<file path="src/rtl/cart_pkg.sv">
package cart_pkg;
  localparam logic [2:0] MODE_1K = 3'd0;
  localparam logic [2:0] MODE_2K = 3'd1;
  localparam logic [2:0] MODE_4K = 3'd2;
  localparam logic [2:0] MODE_B2 = 3'd3;
  localparam logic [2:0] MODE_B4 = 3'd4;
  localparam logic [2:0] MODE_B8 = 3'd5;

  function automatic logic [3:0] bank_count(input logic [2:0] m);
    case (m)
      MODE_B2: return 4'd2;
      MODE_B4: return 4'd4;
      MODE_B8: return 4'd8;
      default: return 4'd1;
    endcase
  endfunction

  function automatic logic [3:0] image_shift(input logic [2:0] m);
    case (m)
      MODE_B2: return 4'd13;
      MODE_B4: return 4'd14;
      MODE_B8: return 4'd15;
      default: return 4'd12;
    endcase
  endfunction

  function automatic logic is_banked(input logic [2:0] m);
    return (m == MODE_B2) || (m == MODE_B4) || (m == MODE_B8);
  endfunction
endpackage

</file>
<file path="src/rtl/cart_hotspot.sv">
module cart_hotspot
  import cart_pkg::*;
#(
  parameter int ADDR_W = 13,
  parameter int BANK_W = 3
) (
  input  logic [ADDR_W-1:0] addr_i,
  input  logic [2:0]        mode_i,
  output logic              hit_o,
  output logic [BANK_W-1:0] idx_o
);
  localparam int OFF_W = ADDR_W - 1;

  logic [OFF_W-1:0] off, base, diff;
  logic [3:0]       cnt;

  assign off = addr_i[OFF_W-1:0];
  assign cnt = bank_count(mode_i);

  // hotspots sit just below the top of the window, one per bank
  always_comb begin
    base = '1;
    case (mode_i)
      MODE_B2: base = OFF_W'(12'hFF8);
      MODE_B4: base = OFF_W'(12'hFF6);
      MODE_B8: base = OFF_W'(12'hFF4);
      default: base = '1;
    endcase
  end

  assign diff  = off - base;
  assign hit_o = addr_i[ADDR_W-1] && is_banked(mode_i) && (off >= base)
                 && (diff < OFF_W'(cnt));
  assign idx_o = diff[BANK_W-1:0];
endmodule

</file>
<file path="src/rtl/cart_bank_ctl.sv">
module cart_bank_ctl
  import cart_pkg::*;
#(
  parameter int              ADDR_W   = 13,
  parameter int              BANK_W   = 3,
  parameter int              SLOT_W   = 7,
  parameter logic [ADDR_W-1:0] MENU_KEY = 13'h0801
) (
  input  logic              clk_i,
  input  logic              rst_ni,
  input  logic [ADDR_W-1:0] addr_i,
  input  logic [2:0]        mode_i,
  input  logic [SLOT_W-1:0] slot_i,
  input  logic              ram_en_i,
  input  logic              launch_i,
  input  logic              menu_btn_i,
  input  logic              hs_hit_i,
  input  logic [BANK_W-1:0] hs_idx_i,
  output logic [2:0]        mode_q,
  output logic [SLOT_W-1:0] slot_q,
  output logic              ram_q,
  output logic [BANK_W-1:0] bank_q,
  output logic              menu_q,
  output logic              armed_q
);
  logic [3:0] top_cnt;
  assign top_cnt = bank_count(mode_i) - 4'd1;

  // priority: launch, button, menu key, hotspot
  always_ff @(posedge clk_i or negedge rst_ni) begin
    if (!rst_ni) begin
      mode_q  <= MODE_4K;
      slot_q  <= '0;
      ram_q   <= 1'b0;
      bank_q  <= '0;
      menu_q  <= 1'b1;
      armed_q <= 1'b0;
    end else if (launch_i) begin
      mode_q  <= mode_i;
      slot_q  <= slot_i;
      ram_q   <= ram_en_i && is_banked(mode_i);
      bank_q  <= top_cnt[BANK_W-1:0];
      menu_q  <= 1'b0;
      armed_q <= 1'b0;
    end else if (menu_btn_i) begin
      bank_q  <= '0;
      armed_q <= 1'b1;
    end else if (armed_q && addr_i == MENU_KEY) begin
      bank_q  <= '0;
      menu_q  <= 1'b1;
      armed_q <= 1'b0;
    end else if (!menu_q && hs_hit_i) begin
      bank_q  <= hs_idx_i;
    end
  end
endmodule

</file>
<file path="src/rtl/cart_addr_map.sv">
module cart_addr_map
  import cart_pkg::*;
#(
  parameter int ADDR_W  = 13,
  parameter int FLASH_W = 19,
  parameter int BANK_W  = 3,
  parameter int SLOT_W  = 7,
  parameter int RAM_AW  = 7
) (
  input  logic [ADDR_W-1:0]  addr_i,
  input  logic               rw_i,
  input  logic [2:0]         mode_q,
  input  logic [SLOT_W-1:0]  slot_q,
  input  logic               ram_q,
  input  logic [BANK_W-1:0]  bank_q,
  input  logic               menu_q,
  output logic [FLASH_W-1:0] flash_addr_o,
  output logic               flash_oe_o,
  output logic               ram_we_o,
  output logic               ram_oe_o,
  output logic [RAM_AW-1:0]  ram_addr_o
);
  localparam int OFF_W = ADDR_W - 1;
  localparam logic [FLASH_W-1:0] MENU_BASE = ~FLASH_W'((1 << OFF_W) - 1);

  logic              cs;
  logic [OFF_W-1:0]  off, off_m;
  logic [FLASH_W-1:0] slot_base, bank_base;
  logic              ram_hit;

  assign cs  = addr_i[ADDR_W-1];
  assign off = addr_i[OFF_W-1:0];

  always_comb begin
    case (mode_q)
      MODE_1K: off_m = off & OFF_W'(12'h3FF);
      MODE_2K: off_m = off & OFF_W'(12'h7FF);
      default: off_m = off;
    endcase
  end

  assign slot_base = FLASH_W'(slot_q) << image_shift(mode_q);
  assign bank_base = FLASH_W'(bank_q) << OFF_W;

  always_comb begin
    if (menu_q) flash_addr_o = MENU_BASE | FLASH_W'(off);
    else        flash_addr_o = slot_base | bank_base | FLASH_W'(off_m);
  end

  // RAM occupies the lowest 2*2^RAM_AW bytes: write half then read half
  assign ram_hit    = ram_q && !menu_q && cs && (off[OFF_W-1:RAM_AW+1] == '0);
  assign ram_we_o   = ram_hit && !off[RAM_AW];
  assign ram_oe_o   = ram_hit &&  off[RAM_AW];
  assign ram_addr_o = off[RAM_AW-1:0];
  assign flash_oe_o = cs && rw_i && !ram_hit;
endmodule

</file>
<file path="src/rtl/cart_mapper.sv">
module cart_mapper
  import cart_pkg::*;
#(
  parameter int ADDR_W  = 13,
  parameter int FLASH_W = 19,
  parameter int BANK_W  = 3,
  parameter int RAM_AW  = 7,
  parameter int SLOT_W  = FLASH_W - ADDR_W + 1
) (
  input  logic               clk_i,
  input  logic               rst_ni,
  input  logic [ADDR_W-1:0]  addr_i,
  input  logic               rw_i,
  input  logic [2:0]         mode_i,
  input  logic [SLOT_W-1:0]  slot_i,
  input  logic               ram_en_i,
  input  logic               launch_i,
  input  logic               menu_btn_i,
  output logic [FLASH_W-1:0] flash_addr_o,
  output logic               flash_oe_o,
  output logic               ram_we_o,
  output logic               ram_oe_o,
  output logic [RAM_AW-1:0]  ram_addr_o
);
  logic [2:0]        mode_q;
  logic [SLOT_W-1:0] slot_q;
  logic              ram_q, menu_q, armed_q, hs_hit;
  logic [BANK_W-1:0] bank_q, hs_idx;

  cart_hotspot #(.ADDR_W(ADDR_W), .BANK_W(BANK_W)) u_hs (
    .addr_i (addr_i),
    .mode_i (mode_q),
    .hit_o  (hs_hit),
    .idx_o  (hs_idx)
  );

  cart_bank_ctl #(.ADDR_W(ADDR_W), .BANK_W(BANK_W), .SLOT_W(SLOT_W)) u_ctl (
    .clk_i      (clk_i),
    .rst_ni     (rst_ni),
    .addr_i     (addr_i),
    .mode_i     (mode_i),
    .slot_i     (slot_i),
    .ram_en_i   (ram_en_i),
    .launch_i   (launch_i),
    .menu_btn_i (menu_btn_i),
    .hs_hit_i   (hs_hit),
    .hs_idx_i   (hs_idx),
    .mode_q     (mode_q),
    .slot_q     (slot_q),
    .ram_q      (ram_q),
    .bank_q     (bank_q),
    .menu_q     (menu_q),
    .armed_q    (armed_q)
  );

  cart_addr_map #(.ADDR_W(ADDR_W), .FLASH_W(FLASH_W), .BANK_W(BANK_W),
                  .SLOT_W(SLOT_W), .RAM_AW(RAM_AW)) u_map (
    .addr_i       (addr_i),
    .rw_i         (rw_i),
    .mode_q       (mode_q),
    .slot_q       (slot_q),
    .ram_q        (ram_q),
    .bank_q       (bank_q),
    .menu_q       (menu_q),
    .flash_addr_o (flash_addr_o),
    .flash_oe_o   (flash_oe_o),
    .ram_we_o     (ram_we_o),
    .ram_oe_o     (ram_oe_o),
    .ram_addr_o   (ram_addr_o)
  );
endmodule

</file>
<file path="config.mk">
export PLATFORM = sky130hd
export DESIGN_NAME = cart_mapper
export DESIGN_NICKNAME = d
export VERILOG_FILES = /design/src/rtl/cart_pkg.sv /design/src/rtl/cart_hotspot.sv /design/src/rtl/cart_bank_ctl.sv /design/src/rtl/cart_addr_map.sv /design/src/rtl/cart_mapper.sv
export SDC_FILE = /design/constraint.sdc
export NUM_CORES = 1
export LEC_CHECK = 0
export ABC_AREA = 1
export BUFFER_PORTS_ARGS = -buffer_cell sky130_fd_sc_hd__buf_2
export CAP_MARGIN = 20
export CORE_MARGIN = 2
export CORE_UTILIZATION = 40
export CTS_BUF_LIST = sky130_fd_sc_hd__clkbuf_2
export CTS_CLUSTER_SIZE = 10
export DETAILED_ROUTE_END_ITERATION = 12
export GPL_TIMING_DRIVEN = 0
export PLACE_DENSITY = 0.65
export SLEW_MARGIN = 20
export SYNTH_ARGS = -nofsm -noshare
export SYNTH_HDL_FRONTEND = slang
export SYNTH_SLANG_ARGS = --single-unit
export TNS_END_PERCENT = 10
</file>
<file path="constraint.sdc">
create_clock -name clk_i -period 3.01 [get_ports clk_i]
set_input_delay 0.301 -clock clk_i [delete_from_list [all_inputs] [get_ports clk_i]]
set_output_delay 0.301 -clock clk_i [all_outputs]
set_load 0.01 [all_outputs]
</file>
== Word level (Yosys, flattened, before mapping) ==
Index checks and enable logic that the tools add are counted.
Storage, ports and cells
  input bits: 29
  output and inout port bits: 29
  register bits after elaboration: 16
  word-level logic and storage cells: 64
Cells by class
  equal/unequal tests: 9
  reductions and logical operators: 26
  add/subtract/negate cells: 2
  muxes and demuxes: 16
  bitwise gates (word level): 2
  order comparisons: 2
  shift-type cells: 1
Operators by type and width (number)
  $pmux W12 S2: 1
  $pmux W4 S3: 2
  $mux W19: 1
  $or A19 B12 Y19: 1
  $or A19 B15 Y19: 1
  $shl A7 B4 Y19: 1
  $eq A13 B12 Y1 const B: 1
  $logic_and A1 B1 Y1: 13
  $eq A3 B3 Y1 const B: 4
  $ge A12 B12 Y1: 1
  $lt A12 B4 Y1: 1
  $mux W3: 4
  $sub A12 B12 Y12: 1
  $pmux W3 S3: 1
  $eq A3 B2 Y1 const B: 2
  $mux W1: 6
  $pmux W2 S3: 1
  $logic_not A4 Y1: 1
  $logic_or A1 B1 Y1: 4
  $reduce_bool A4 Y1: 1
  $eq A3 B1 Y1 const B: 1
  $logic_not A1 Y1: 3
  $logic_not A3 Y1: 1
  $reduce_bool A3 Y1: 1
  4 further kinds: 4

== Longest topological paths before layout ==
Gate-level depths: netlist of run 1.
  word-level depth: 11
  gate-level depth with buffers: 19
  gate-level depth less buffers: 18

== Modules after synthesis ==
A second synthesis of run 1 with hierarchy kept.
Second synthesis, totals
  cells, all modules: 249
  area total of the unflattened synthesis: 1637.8 um2
Modules (own cells, without submodules)
  cart_bank_ctl: cells each 99, times used 1, area an instance 787.0 um2, seq. area each 402.9 um2
  cart_addr_map: cells each 77, times used 1, area an instance 431.7 um2, seq. area each 0.0 um2
  cart_hotspot: cells each 73, times used 1, area an instance 419.2 um2, seq. area each 0.0 um2

== Least setup slack after synthesis of run 1 ==
Ideal clock, no wire load.
  kind: reg2reg
  from: register u_ctl.mode_q[1]
  to: register u_ctl.bank_q[0]
  data required time: 2.894 ns
  path buffers: 0
  clock period less this slack: 2.435 ns
  data arrival time: 2.318 ns
  cell stages (with the launch flop): 17
  slack: 0.575 ns
  library setup time: 0.116 ns
  cells stage by stage: dfstp_2 inv_1 nand2_2 nand2_2 inv_1 ha_1 inv_1 fa_1 xor2_1 ha_1 inv_1 o21bai_1 nand2_1 nand3_2 nand2_2 nand2_1 nand2_1
On the way
  longest elaborated chain between the ends: 8
  elaborated cells on any way between the ends: 19
  those cells by class: 1 x add/sub; 2 x order compare; 3 x eq/ne; 6 x mux; 7 x reduce/logical
RTL lines
  start, declared: RTL line cart_bank_ctl.sv:19  | output logic [2:0] mode_q,
  start signal, assigned: RTL line cart_bank_ctl.sv:39  | mode_q <= mode_i;
  parallel branches: the longest is 8 deep, another holds $sub A12 B12 Y12
  end signal, assigned: RTL line cart_bank_ctl.sv:42  | bank_q <= top_cnt[BANK_W-1:0];
  end signal, assigned: RTL line cart_bank_ctl.sv:53  | bank_q <= hs_idx_i;
  end, declared: RTL line cart_bank_ctl.sv:22  | output logic [BANK_W-1:0] bank_q,
Parallel ways; which one is timed is not known. The select of a mux whose other input is x is not followed.
A chain may end at the register's enable or synchronous reset.

== Worst setup path in the final report of run 1 ==
Same ends and word-level chain as after synthesis.

==> impl_metrics.csv, run 1 <==
group,metric,value,unit
status,status,"complete, no violations",
global_route,grt_pass1_vias,1334,
sta,worst_slew_pin_slew,0.417,ns
global_route,grt-ovfl-total,0,
synth,synth_simple_gate_area_share,31.8,%
synth,syn_nets,252,
clock_network,clk_latency,0.30,ns
synth,synth_top_area_share,24.5,%
detailed_routing,vias_per_cell,4.61,
sta,fin_crit_sh,90.4,%
synth,synth-seq-cells,16,
final_layout,multi_input_area,761,um2
sta,rsz0062_at_grt,"no",
die,pin_count,58,
detailed_routing,drt-total-wl,3350,um
sta,min_period,2.72,ns
synth,synth_area,1430,um2
clock_network,clk_pin_slew,0.16,ns
min_path,min_path_type,"in2reg",
sta,hold_ws,0.199,ns
power,power_density,339,nW/um2
synth,synth_top_family_by_area,"simple AND/OR/NAND/NOR gates",
global_route,grt_first_pass_wirelength,5530,um
sta,tns,0,ns
final_layout,drive_gt1_share,31.5,%
global_route,grt_max_degree,17,
sta,slew_headroom,72.2,%
final_layout,diodes,0,
setup_path,cp_cell_sequence,"inv_1 -> nand2_2 -> nand2_2 -> inv_1 -> ha_1 -> inv_1 -> fa_1 -> xor2_1 -> ha_1 -> inv_1 -> o21bai_1 -> nand2_1 -> nand3_2 -> nand2_2 -> nand2_1 -> nand2_1",
power,vdd_drop_max,0.231,mV
clock_network,htree_levels,1,
sta,max_freq,367,MHz
synth,synth_xor_area_share,1.22,%
synth,synth-edff-count,0,
setup_path,startpoint_type,"flip-flop",
setup_path,worst_path_max_delay_cell,"dfstp_2",
place,place_area,1770,um2
die,start_util,42.2,%
synth,synth_adder_area_share,8.40,%
sta,slew_viol_final,0,
final_layout,seqCellArea,403,um2
synth,synth_area_leaders,"dfrtp_1 24%, nand2_1 14%, buf_4 8.9%",
setup_path,path_class,"reg2reg",
final_layout,fin_area,1800,um2
setup_path,cpPeakStageDelay,0.58,ns
die,core_area,3390,um2
final_layout,layout_common_cells,"57 x buf_2, 54 x nand2_1, 32 x inv_1",
setup_path,cp_num_buf_inv,4,
detailed_routing,wl_per_cell,10.4,um
final_layout,nets,315,
clock_network,cts_buffers,3,
synth,synth-seq-area-share,28.2,%
synth,synth-compound-area-share,10.9,%
clock_network,clock_path_buffers,2,
setup_path,worst-path-max-fanout,6,
final_layout,final_common_cell,"buf_2",
setup_path,crit_required,3.21,ns
place,gp_congestion,0.799,
synth,avgSynthCellArea,6.68,um2
clock_network,cts-root-buf,"clkbuf_2",
setup_path,crit_path_frequent_cell,"inv_1",
sta,finalHoldViolations,0,
synth,synthCells,214,
die,die_h,63.8,um
die,die_w,63.8,um
place,hpwl,2800,um
sta,finClkSkew,0.00754,ns
synth,synthFlopType,"dfrtp_1",
global_route,track_usage,16.8,%
setup_path,path_delay_family,"adder cells",
power,leakage,1.04,nW
job,max-cap-violations,0,
global_route,antenna_found_initial,0,
die,rows,21,
synth,muxShareOfSynthArea,0.787,%
detailed_routing,drc,0,
detailed_routing,first_pass_iters,4,
place,numPortBuffers,57,
setup_path,arrival,2.93,ns
final_layout,area_delta_synth_final,26.0,%
detailed_routing,first_iter_violations,54,
final_layout,nFillCells,347,
sta,setup_viol,0,
synth,yosys.area.top_type,"dfrtp_1",
synth,synth-async-reset-ratio,100,%
clock_network,clock_sinks,16,
setup_path,end_kind,"flip-flop",
synth,synth_warnings,0,
clock_network,cts_tree,"done",
die,die-area,4070,um2
synth,synth.distinct_cells,29,
detailed_routing,vias,1484,
detailed_routing,final_antenna_net_count,0,
## report_power, final
| group | switching (mW) | internal, mW | total, mW |
|---|---|---|---|
| Combinational | 0.149 | 0.117 | 0.266 |
| Sequential | 0.0123 | 0.235 | 0.247 |
| Clock | 0.0695 | 0.0289 | 0.0983 |
| Total | 0.230 | 0.381 | 0.611 |
## per-layer routing
layer	global-route usage, %	wire (um)
met4	5.71	60
met1	21.3	1580
met3	1.76	177
met5	0	0
met2	29.6	1530
## through the flow
stage | setup WS (ns) | power, mW | util, % | std cells
final | 0.288 | 0.611 | 53.2 | 322
after global routing | 0.0515 | 0.662 | 53.2 | 322
after CTS | 0.284 | 0.617 | 53.2 | 322
after detailed placement | 0.322 | 0.516 | 52.3 | 317
after global placement | 0.327 | 0.514 | 52.3 | 317
after floorplan | 0.575 | 0.420 | - | 214
## worst min-delay path, stage by stage
cell	delay, ns
buf_2	0.08
nand2_1	0.04
o21ai_0	0.05
## registers in the layout (all words and copies together) (netlist names)
name	count
u_ctl.menu_q	1
u_ctl.mode_q	3
u_ctl.bank_q	3
u_ctl.ram_q	1
u_ctl.slot_q	7
u_ctl.armed_q	1
## worst paths after layout
path	from	to	slack, ns	cells past startpoint
max	u_ctl.mode_q[1]	u_ctl.bank_q[0]	0.29	16
min	slot_i[5]	u_ctl.slot_q[5]	0.20	3
max reg2reg	u_ctl.mode_q[1]	u_ctl.bank_q[0]	0.29	16
min reg2reg	u_ctl.bank_q[1]	u_ctl.bank_q[1]	0.53	2
max in group asynchronous	rst_ni	u_ctl.menu_q	2.29	2
min in group asynchronous	rst_ni	u_ctl.mode_q[2]	0.43	2
## what timing repair did
action	CTS	global route
endpoints found under the hold margin	14	0
buffers inserted	0	0
hold buffers	1	0
resized for setup	0	0
## synth_stat cells, types with 3 or more instances
library cell / instances
a21oi_1: 4
nand3_1: 18
nand2_1: 54
nor2_1: 24
ha_1: 8
inv_1: 32
o21ai_1: 5
buf_4: 17
dfrtp_1: 14
o21ai_0: 12
nand2_2: 3
## layout make-up
cell class              instances  area share [%]
repair buffers                 58            16.4
multi-input cells             146            42.2
clock buffers                   3           0.833
clock inverters                 1           0.208
inverters                      32            6.67
plain buffers                  20            8.12
flip-flops and latches         16            22.4
well taps                      46            3.19
## cell families after synthesis
logic type | count (synthesis)
DFF | 16
muxes | 1
and+or+nand+nor | 106
adders and majority gates | 9
xor gates and xnor gates | 2
AOI/OAI and AO/OA | 28
buffers and inverters | 52
(Power assumes the default switching activity.)
==> run 2: changes to the inputs <==
BUFFER_PORTS_ARGS = -buffer_cell sky130_fd_sc_hd__buf_4   (was -buffer_cell sky130_fd_sc_hd__buf_2)
CAP_MARGIN = not set   (was 20)
CELL_PAD_IN_SITES_DETAIL_PLACEMENT = 1   (was not set)
CELL_PAD_IN_SITES_GLOBAL_PLACEMENT = 1   (was not set)
CORE_UTILIZATION = 34   (was 40)
PLACE_DENSITY = 0.8   (was 0.65)
==> impl_metrics.csv, run 2 (synthesized netlist as in run 1, its figures left out) <==
group,metric,value,unit
setup_path,crit_required,3.20,ns
detailed_routing,first_iter_violations,27,
sta,rsz0062_at_grt,"no",
clock_network,htree_levels,1,
sta,max_freq,362,MHz
clock_network,cts_buffers,3,
setup_path,crit_path_frequent_cell,"inv_1",
power,leakage,1.08,nW
die,start_util,35.5,%
clock_network,cts_setup_buffers,0,
die,pin_count,58,
setup_path,cp_num_buf_inv,4,
detailed_routing,wl_per_cell,12.4,um
final_layout,diodes,0,
die,die_w,68.9,um
sta,worst_slew_pin_slew,0.447,ns
setup_path,cp_cell_sequence,"inv_1 -> nand2_2 -> nand2_2 -> inv_1 -> ha_1 -> inv_1 -> fa_1 -> xor2_1 -> ha_1 -> inv_1 -> o21bai_1 -> nand2_1 -> nand3_2 -> nand2_2 -> nand2_1 -> nand2_1",
final_layout,final_common_cell,"buf_4",
setup_path,path_class,"reg2reg",
final_layout,layout_common_cells,"74 x buf_4, 54 x nand2_1, 32 x inv_1",
global_route,grt_pass1_vias,1438,
global_route,grt-ovfl-total,0,
clock_network,clock_sinks,16,
sta,min_period,2.76,ns
detailed_routing,vias,1515,
setup_path,worst-path-max-fanout,6,
setup_path,worst_path_max_delay_cell,"dfstp_2",
job,max-cap-violations,0,
sta,slew_viol_final,0,
sta,finClkSkew,0.0126,ns
setup_path,arrival,2.95,ns
final_layout,largest_register,"u_ctl.slot_q",
sta,tns,0,ns
detailed_routing,first_pass_iters,4,
final_layout,largest_reg_flops,7,
die,rows,23,
global_route,grt_max_degree,17,
min_path,min_path_cells,3,
place,numPortBuffers,57,
global_route,grt_first_pass_wirelength,6580,um
detailed_routing,drt-total-wl,4040,um
global_route,antenna_found_initial,0,
sta,fin_crit_sh,91.8,%
sta,setup_viol,0,
power,power_density,331,nW/um2
detailed_routing,final_antenna_net_count,0,
detailed_routing,vias_per_cell,4.65,
place,pre_cts_ws,0.263,ns
final_layout,drive_gt1_share,31.9,%
final_layout,reg.largest.list,"u_ctl.slot_q (7), u_ctl.bank_q (3), u_ctl.mode_q (3)",
sta,finalHoldViolations,0,
die,die_h,68.9,um
die,core_area,4030,um2
place,gp_congestion,0.804,
status,status,"complete, no violations",
power,vdd_drop_max,0.271,mV
final_layout,nets,315,
setup_path,end_kind,"flip-flop",
clock_network,clk_latency,0.29,ns
final_layout,area_delta_synth_final,36.7,%
setup_path,startpoint_type,"flip-flop",
place,hpwl,3470,um
place,dp.cells,321,
clock_network,clk_pin_slew,0.16,ns
setup_path,cpPeakStageDelay,0.58,ns
global_route,track_usage,18.5,%
clock_network,clock_path_buffers,2,
clock_network,cts-root-buf,"clkbuf_2",
clock_network,cts_tree,"done",
sta,setup_slack,0.247,ns
die,die-area,4740,um2
detailed_routing,drc,0,
sta,slew_headroom,70.2,%
min_path,min_path_type,"in2reg",
final_layout,stdcell_count,326,
setup_path,worstSetupPathDepth,16,
setup_path,path_delay_family,"adder cells",
setup_path,worst-r2r-cell-count,16,
[run 2: what timing repair did]
action,in CTS,in global routing
endpoints found under the setup margin,0,1
gates resized for setup,0,1
hold buffers,1,0
endpoints found under the hold margin,14,0
[run 2: final timing paths]
path	start	endpoint	slack [ns]
worst max-delay path	u_ctl.mode_q[1]	u_ctl.bank_q[1]	0.25
worst min-delay path	slot_i[5]	u_ctl.slot_q[5]	0.20
worst max register to register	u_ctl.mode_q[1]	u_ctl.bank_q[1]	0.25
worst min register to register	u_ctl.bank_q[1]	u_ctl.bank_q[1]	0.53
max in group asynchronous	rst_ni	u_ctl.mode_q[1]	2.34
min in group asynchronous	rst_ni	u_ctl.bank_q[0]	0.41
[run 2: per-stage QoR]
step	util [%]	total power, mW	hold WS [ns]	instance area (um2)
6_report	48.5	0.648	0.204	1960
5_1_grt	48.5	0.706	0.193	1960
4_1_cts	48.4	0.659	0.184	1950
3_5_place_dp	47.7	0.557	0.175	1920
3_3_place_gp	47.7	0.549	0.174	1920
2_1_floorplan	-	0.420	0.00541	1430
[run 2: report_power, final]
part / internal [mW] / switching (mW) / leakage (nW) / total, mW
clock network: 0.0289 / 0.0676 / 0.0140 / 0.0964
registers: 0.235 / 0.0117 / 0.194 / 0.247
logic: 0.147 / 0.158 / 0.875 / 0.305
total: 0.410 / 0.237 / 1.08 / 0.648
[run 2: layout make-up]
| type | instances | area (um2) |
|---|---|---|
| sequential | 16 | 403 |
| timing repair buffer | 58 | 438 |
| buffer | 20 | 146 |
| fill | 561 | 2070 |
| tap | 50 | 62.6 |
| clock inverter | 1 | 3.75 |
| clock buffer | 3 | 15.0 |
| inverter | 32 | 120 |
| multi-input combinational | 146 | 767 |
[run 2: tightest hold or removal path: cells and delay by family]
family | cells | cell delay, ns
buffers and inverters | 1 | 0.07
AOI/OAI and AO/OA | 1 | 0.06
and+or+nand+nor | 1 | 0.04
[run 2: metal layers]
layer	global-route usage, %	vias to the layer above	share of wire, %
met5	0	-	0
met4	4.41	0	0.52
met3	1.62	2	5.4
met2	31.9	42	49
met1	25.1	689	45
li1	-	782	-
==> run 3: changes to the inputs <==
ABC_AREA = not set   (was 1)
CORE_MARGIN = not set   (was 2)
CORE_UTILIZATION = 36   (was 34)
PLACE_DENSITY = 0.9   (was 0.8)
==> impl_metrics.csv, run 3 <==
group,metric,value,unit
clock_network,cts_tree,"done",
die,core_area,3720,um2
clock_network,clk_pin_slew,0.17,ns
final_layout,drive_gt1_share,57.9,%
sta,slew_viol_final,0,
place,numPortBuffers,56,
die,pin_count,58,
sta,finClkSkew,0.0205,ns
clock_network,clk_latency,0.29,ns
synth,synth-seq-area-share,28.4,%
final_layout,reg.largest.list,"u_ctl.slot_q (7), u_ctl.bank_q (3), u_ctl.mode_q (3)",
final_layout,area_delta_synth_final,52.6,%
sta,finalHoldViolations,0,
final_layout,final_common_cell,"buf_4",
detailed_routing,drt-total-wl,4330,um
final_layout,stdcell_count,276,
clock_network,htree_levels,1,
setup_path,path_delay_family,"adder cells",
sta,min_period,2.99,ns
setup_path,end_kind,"flip-flop",
detailed_routing,drc,0,
final_layout,largest_reg_flops,7,
detailed_routing,final_antenna_net_count,0,
detailed_routing,first_iter_violations,52,
detailed_routing,wl_per_cell,15.7,um
synth,synthCells,151,
final_layout,nets,267,
clock_network,cts_buffers,3,
status,status,"complete, no violations",
synth,synth_top_area_share,24.7,%
setup_path,startpoint_type,"flip-flop",
place,gp_congestion,0.778,
place,dp.cells,255,
global_route,track_usage,20.5,%
synth,synth-async-reset-ratio,100,%
global_route,grt-ovfl-total,0,
synth,yosys.area.top_type,"dfrtp_1",
setup_path,cp_num_buf_inv,3,
place,place_area,1900,um2
sta,worst_slew_pin_slew,0.535,ns
global_route,grt_max_degree,17,
clock_network,clock_sinks,16,
sta,max_freq,334,MHz
synth,avgSynthCellArea,9.40,um2
synth,synth-edff-count,0,
synth,synth_area_leaders,"dfrtp_1 25%, buf_4 9.5%, mux2_2 7.9%",
synth,synth_area,1420,um2
setup_path,arrival,3.14,ns
power,vdd_drop_max,0.201,mV
die,die_h,64.8,um
final_layout,final_core_util,58.2,%
synth,syn_nets,189,
setup_path,path_class,"reg2reg",
clock_network,clock_path_buffers,2,
global_route,grt_first_pass_wirelength,6670,um
detailed_routing,first_pass_iters,4,
sta,setup_viol,0,
synth,synth.distinct_cells,44,
power,power_density,354,nW/um2
die,rows,22,
synth,ys_top_cells_by_count,"18 x buf_4, 14 x dfrtp_1, 12 x nor2_1",
power,leakage,1.05,nW
job,max-cap-violations,0,
place,hpwl,3150,um
final_layout,diodes,0,
setup_path,worst_path_max_delay_cell,"dfstp_2",
setup_path,cpPeakStageDelay,0.55,ns
detailed_routing,vias,1378,
die,die_w,64.8,um
setup_path,cp_cell_sequence,"buf_6 -> nand2b_4 -> inv_8 -> nor2_4 -> ha_4 -> inv_2 -> fa_2 -> xor2_4 -> ha_4 -> a21o_1 -> o21ai_1 -> o2111a_2 -> and3_4 -> a211oi_2",
min_path,min_path_type,"in2reg",
sta,slew_headroom,64.3,%
detailed_routing,vias_per_cell,4.99,
sta,hold_ws,0.227,ns
synth,synth_most_common_cell,"buf_4",
synth,synth-seq-cells,16,
sta,fin_crit_sh,99.3,%
global_route,grt_pass1_vias,1397,
global_route,antenna_found_initial,0,
sta,rsz0062_at_grt,"yes",
setup_path,worst-path-max-fanout,7,
final_layout,largest_register,"u_ctl.slot_q",
final_layout,fin_area,2160,um2
setup_path,crit_path_frequent_cell,"ha_4",
synth,synthFlopType,"dfrtp_1",
die,start_util,38.2,%
setup_path,crit_required,3.16,ns
final_layout,layout_common_cells,"88 x buf_4, 14 x dfrtp_1, 11 x nor2_1",
clock_network,cts-root-buf,"clkbuf_2",
synth,synth_warnings,0,
die,die-area,4200,um2
-- run 3: cell count changes after synthesis, sizes merged, moves of 4 or more --
cell | previous run | this run
nor3 | 0 | 5
o21ai | 18 | 7
nand2 | 57 | 9
inv | 32 | 7
mux2 | 1 | 10
nand3 | 20 | 2
nor2 | 24 | 12
nor2b | 0 | 4
mux2i | 0 | 4
-- run 3: worst register-to-register path, delay by kind of cell (launching register included) --
kind                       cells  cell delay (ns)
AOI/OAI and AO/OA              4             0.63
buffers and inverters          3             0.21
adders and majority gates      3             0.81
xor gates and xnor gates       1             0.18
and+or+nand+nor                3             0.50
DFF                            1             0.55
-- run 3: power breakdown --
part           switching, mW  leakage, nW  internal, mW
combinational          0.189        0.848         0.228
clock                 0.0675       0.0166        0.0352
sequential            0.0126        0.190         0.235
-- run 3: cell type report --
type,instances,area [um2]
clock buffers,4,20.0
flip-flops and latches,16,403
inverters,7,33.8
plain buffers,23,166
fillers,437,1550
multi-input cells,105,918
well taps,48,60.1
repair buffers,73,563
-- run 3: path summary, 6_finish.rpt --
| check | end | slack, ns | from | depth (start not counted) |
|---|---|---|---|---|
| worst min-delay path | u_ctl.slot_q[2] | 0.23 | slot_i[2] | 2 |
| worst max register to register | u_ctl.bank_q[0] | 0.02 | u_ctl.mode_q[1] | 14 |
| min in group asynchronous | u_ctl.slot_q[6] | 0.38 | rst_ni | 2 |
| worst min register to register | u_ctl.armed_q | 0.54 | u_ctl.armed_q | 2 |
| max in group asynchronous | u_ctl.mode_q[1] | 2.36 | rst_ni | 2 |
| worst max-delay path | u_ctl.bank_q[0] | 0.02 | u_ctl.mode_q[1] | 14 |
-- run 3: layer usage --
metal  up-vias  wire length (um)  global-route usage [%]
met5         -                 0                       0
met4         0                34                    6.11
li1        680                 -                       -
met3         4                86                   0.704
met1       667              1850                    25.8
met2        27              2350                    37.4
-- run 3: cells by family (layout without fill, tap and decap cells) --
group                      after synthesis  in the layout  synth area share [%]
and+or+nand+nor                         50             50                  20.6
buffers and inverters                   30            107                  13.5
xor gates and xnor gates                 1              1                 0.617
muxes                                   14             14                  10.8
AOI/OAI and AO/OA                       31             31                  17.6
adders and majority gates                9              9                  8.47
DFF                                     16             16                  28.4
-- run 3: through the flow --
stage               setup TNS, ns  power, mW  worst slack [ns]
floorplan                       0      0.440            0.0190
global placement           -0.825      0.564            -0.280
detailed placement          -1.01      0.577            -0.345
CTS                             0      0.698           0.00686
global route               -0.188      0.819           -0.0745
finish                          0      0.766            0.0197
-- run 3: what timing repair did --
| action | CTS | global route |
|---|---|---|
| hold buffers | 1 | 0 |
| gates resized for setup | 7 | 17 |
| setup endpoints to repair | 3 | 3 |
| pin swaps | 3 | 15 |
| buffers inserted | 4 | 12 |
| gates cloned | 0 | 0 |
| endpoints found under the hold margin | 14 | 0 |
